--- src/rtl/idx_port.sv ---
module idx_port #(
  parameter int DW   = 8,
  parameter int SYNC = 2
) (
  input  logic          clk,
  input  logic          rst_n,
  input  logic          host_cs,
  input  logic          host_rd,
  input  logic          host_wr,
  input  logic          host_sel,
  input  logic [DW-1:0] host_din,
  output logic [DW-1:0] host_dout
);

  localparam int DEPTH = 1 << DW;

  logic [SYNC-1:0] rd_sync, wr_sync;
  logic            rd_q, wr_q;
  logic            cs_l, sel_l;
  logic [DW-1:0]   din_l;
  logic [DW-1:0]   ptr;
  logic [DW-1:0]   rd_data;
  logic [DW-1:0]   store [DEPTH];

  wire rd_s    = rd_sync[SYNC-1];
  wire wr_s    = wr_sync[SYNC-1];
  wire rd_fall = rd_q & ~rd_s;
  wire wr_fall = wr_q & ~wr_s;
  wire do_addr = wr_fall & cs_l & ~sel_l;
  wire do_wdat = wr_fall & cs_l & sel_l;
  wire do_rdat = rd_fall & cs_l & sel_l & ~wr_fall;

  assign host_dout = rd_data;

  always_ff @(posedge clk or negedge rst_n) begin
    if (!rst_n) begin
      rd_sync <= '0;
      wr_sync <= '0;
      rd_q    <= 1'b0;
      wr_q    <= 1'b0;
    end else begin
      rd_sync <= {rd_sync[SYNC-2:0], host_rd};
      wr_sync <= {wr_sync[SYNC-2:0], host_wr};
      rd_q    <= rd_s;
      wr_q    <= wr_s;
    end
  end

  always_ff @(posedge clk or negedge rst_n) begin
    if (!rst_n) begin
      cs_l  <= 1'b0;
      sel_l <= 1'b0;
      din_l <= '0;
    end else if (rd_s | wr_s) begin
      cs_l  <= host_cs;
      sel_l <= host_sel;
      din_l <= host_din;
    end
  end

  always_ff @(posedge clk or negedge rst_n) begin
    if (!rst_n)
      ptr <= '0;
    else if (do_addr)
      ptr <= din_l;
    else if (do_wdat | do_rdat)
      ptr <= ptr + 1'b1;
  end

  always_ff @(posedge clk) begin
    if (do_wdat)
      store[ptr] <= din_l;
  end

  always_ff @(posedge clk or negedge rst_n) begin
    if (!rst_n)
      rd_data <= '0;
    else if (rd_s && host_cs)
      rd_data <= host_sel ? store[ptr] : ptr;
  end

  AST_ADDR_LOADS: assert property (@(posedge clk) disable iff (!rst_n)
    do_addr |=> ptr == $past(din_l));

  AST_DATA_STEP: assert property (@(posedge clk) disable iff (!rst_n)
    (do_wdat || do_rdat) |=> ptr == DW'($past(ptr) + 1));

  AST_WRAP: assert property (@(posedge clk) disable iff (!rst_n)
    ((do_wdat || do_rdat) && ptr == '1) |=> ptr == '0);

  AST_PTR_QUIET: assert property (@(posedge clk) disable iff (!rst_n)
    !(wr_fall || rd_fall) |=> $stable(ptr));

  AST_ADDR_RD_HOLD: assert property (@(posedge clk) disable iff (!rst_n)
    (rd_fall && !wr_fall && !sel_l) |=> $stable(ptr));

  AST_DOUT_HOLD: assert property (@(posedge clk) disable iff (!rst_n)
    !(rd_s && host_cs) |=> $stable(host_dout));

endmodule

--- config.mk ---
export PLATFORM = sky130hd
export DESIGN_NAME = idx_port
export DESIGN_NICKNAME = d
export VERILOG_FILES = /design/src/rtl/idx_port.sv
export SDC_FILE = /design/constraint.sdc
export NUM_CORES = 2
export LEC_CHECK = 0
export ABC_AREA = 1
export BUFFER_PORTS_ARGS = -buffer_cell sky130_fd_sc_hd__buf_2
export CORE_ASPECT_RATIO = 0.5
export CORE_MARGIN = 2
export CORE_UTILIZATION = 60
export DETAILED_ROUTE_END_ITERATION = 10
export PLACE_DENSITY_LB_ADDON = 0.1
export SYNTH_ARGS = -nofsm -noshare
export SYNTH_HDL_FRONTEND = slang
export SYNTH_SLANG_ARGS = --single-unit
--- constraint.sdc ---
create_clock -name clk -period 11.9 [get_ports clk]
set_input_delay 1.19 -clock clk [delete_from_list [all_inputs] [get_ports clk]]
set_output_delay 1.19 -clock clk [all_outputs]
set_load 0.02 [all_outputs]
==> metrics <==
status completed; CTS root buf clkbuf_16; Cells after Synth 8578; largest net degree at the start of global routing 225; Slew Limit Fails 0; startpoint types flip-flop; Leak about 38 nW; # clock sinks 2080; clock share of power 28.1%; Period Utilization, post-route 44.22%; initial DRC count approximately 8400; nets 8442; most common flop cell mapped by yosys edfxtp_1; Final setup violation count 0; Int Power 12.66 mW; # DRC 0; Max Freq about 0.19 GHz; Rows 99; H-tree depth 4; clock slew at reported path FFs 70 ps; CTS resizes 0; worst-skew pair later-pin latency 830 ps; Horiz. Die Dim 547.3 µm; Slowest cell on crit path buf_4; Core Area 0.1462 mm²; Die ar. about 0.15 mm²; Gate power share 30.6%; Tightest Pin Transition approximately 1200 ps; critical path fanouts, max 224; initial core utilization 60.59%; Syn Std Cell Area 0.08856 mm²; worst-case clock buffer depth 4; minimum clock period 5262 ps; critical path's top delay family buffers and inverters; CP required 12660 ps; worst endpoint data arrival time around 6000 ps; global-route wire length before repair 347.3 mm; setup TNS 0 ps; unrepaired setup endpoints after global routing no; Slew headroom 18.76%; Ports 22; overall routed net length 234.8 mm; via count a little under 60000; Post-synth EDFFs just over 2000; GR Util All Layers 30.89%; CTS Buf Count 183; Synth cell types 31; post-CTS setup buffer count 0; cell mode on critical path nand2_1; initial antenna violation count 7; CP Class reg2reg; Detail Placement HPWL 130.2 mm; Peak supply drop 0.2314 mV; WL/cell around 22 µm; maxcap violations 0; PD cells approximately 210 mW/mm²; Place WS 6865 ps; FF+latch count, synth 2080; most common cell in the netlist nand2_1; cell-by-cell trace of the critical path inv_16 > buf_4 > buf_4 > o21ai_0 > nand2_1 > nand2_1 > nand2_1 > nor2_1 > nor2_1 > nor2_1 > nand2_1 > nand2_1 > nand3_1 > o21bai_1 > nand2_1; synthesized net count about 8600; sw frac 37.01%; layout cells sized above 1 around 4.3%; final non-filler cell total 10530; Detailed Routing Iterations Pass 1 6; gpl congestion 0.9199; Avg Cell Area, Syn 10.32 µm²; Commonest cells post-synth nand2_1 (3077), edfxtp_1 (2048), nor2_1 (1312); sequential power share 41.3%; total global routing overflow 0; Post-Place Cells 10210; port bufs 21; sequential fraction of the synthesis area 70.35%; Synth area leader edfxtp_1; hold crit path type reg2reg; dominant cells by area after synthesis edfxtp_1 (69%), nand2_1 (13%), nor2_1 (5.6%); P_sw around 7.4 mW; Setup crit end kind flip-flop; slowest stage delay, CP ~850 ps; Ys Warns 0; Async S/R FF share, synth 1.538%; Fin. Hold Viols 0; Routed Antenna Nets 0; Layout Skew roughly 44 ps; area delta synth->final 7.480%; Final WS setup between 6000 and 7000 ps; Vias/cell ~5.6; WP buf/inv 3; Synth top area share 69.44%; Register-to-Register Setup Slack 6640 ps; Die Y 275.7 µm; Post-CTS Hold Fix Bufs 0; vias in the first global route between 50000 and 60000; CTS tree done
## area by class of cell
class                      instances  area (µm²)
clock inverter                    91       586.8
multi-input combinational       5305       21290
sequential                      2080       62340
antenna                            3       7.507
inverter                         748        2836
fill                           11240       50980
tap                             1969        2464
timing repair buffer             106       830.8
clock buffer                     228        4833
## sequential cells by signal, indices dropped and copies added (netlist names)
name,flops
cs_l,1
host_dout,8
rd_q,1
din_l,8
ptr,8
wr_sync,2
wr_q,1
store,2048
rd_sync,2
sel_l,1
## cell families after synthesis
kind of cell             share of synthesized area (%)
AO/OA/AOI/OAI                                    3.266
XOR/XNOR                                       0.01978
adder cells (fa/ha/maj)                        0.05652
buffers and inverters                            5.705
flip-flops                                       70.35
multiplexers                                   0.02543
AND/OR/NAND/NOR                                  20.58
## routing by layer
layer | routed length [µm] | track usage, % | share of wire (%)
met5 | 24 | 0 | 0.010
met4 | 7566 | 10.08 | 3.2
met3 | 25350 | 6.684 | 11
met2 | 104100 | 46.62 | 44
met1 | 97770 | 45.17 | 42
## worst register-to-register path, delay by kind of cell, from the launching register on
family,cells,cell delay (ps)
buf+inv,3,2530
simple gates,10,1440
flops,1,740
compound gates,2,520
## path summary, 6_finish.rpt
kind / depth (start not counted) / start / endpoint
worst min register to register: 0 / rd_sync[0] / rd_sync[1]
min in group asynchronous: 1 / rst_n / ptr[4]
worst max-delay path: 15 / ptr[0] / host_dout[6]
worst max register to register: 15 / ptr[0] / host_dout[6]
worst min-delay path: 0 / rd_sync[0] / rd_sync[1]
max in group asynchronous: 1 / rst_n / ptr[0]
## cells in the final DEF (no fill, tap or decap), drive strengths merged, types with 6 or more instances in the layout
cell type	n
o22ai	6
nand3	342
nand2	3077
buf	106
o21ai	513
dfrtp	32
a21oi	8
bufinv	7
clkinv	79
clkbuf	228
o21bai	8
nor2	1312
o211ai	19
edfxtp	2048
inv	749
## power groups by stage
stage / registers [mW] / logic (mW) / clock network [mW]
after global routing: 8.30 / 6.68 / 5.96
final: 8.30 / 6.15 / 5.65
after floorplan: 8.47 / 3.90 / 0
after detailed placement: 8.45 / 6.00 / 0
after global placement: 8.45 / 5.97 / 0
after CTS: 8.29 / 6.03 / 5.68
## stage by stage
stage	area [µm²]	hold slack (ps)	total power [mW]	utilization, %
2_1_floorplan	88560	331.2	12.36	-
3_3_place_gp	89760	332.7	14.42	61.41
3_5_place_dp	89760	334.7	14.45	61.41
4_1_cts	95180	348.0	20.01	65.12
5_1_grt	95180	359.5	20.93	65.12
6_report	95180	346.6	20.10	65.12
Note: power is estimated with default switching activity, not from simulation.
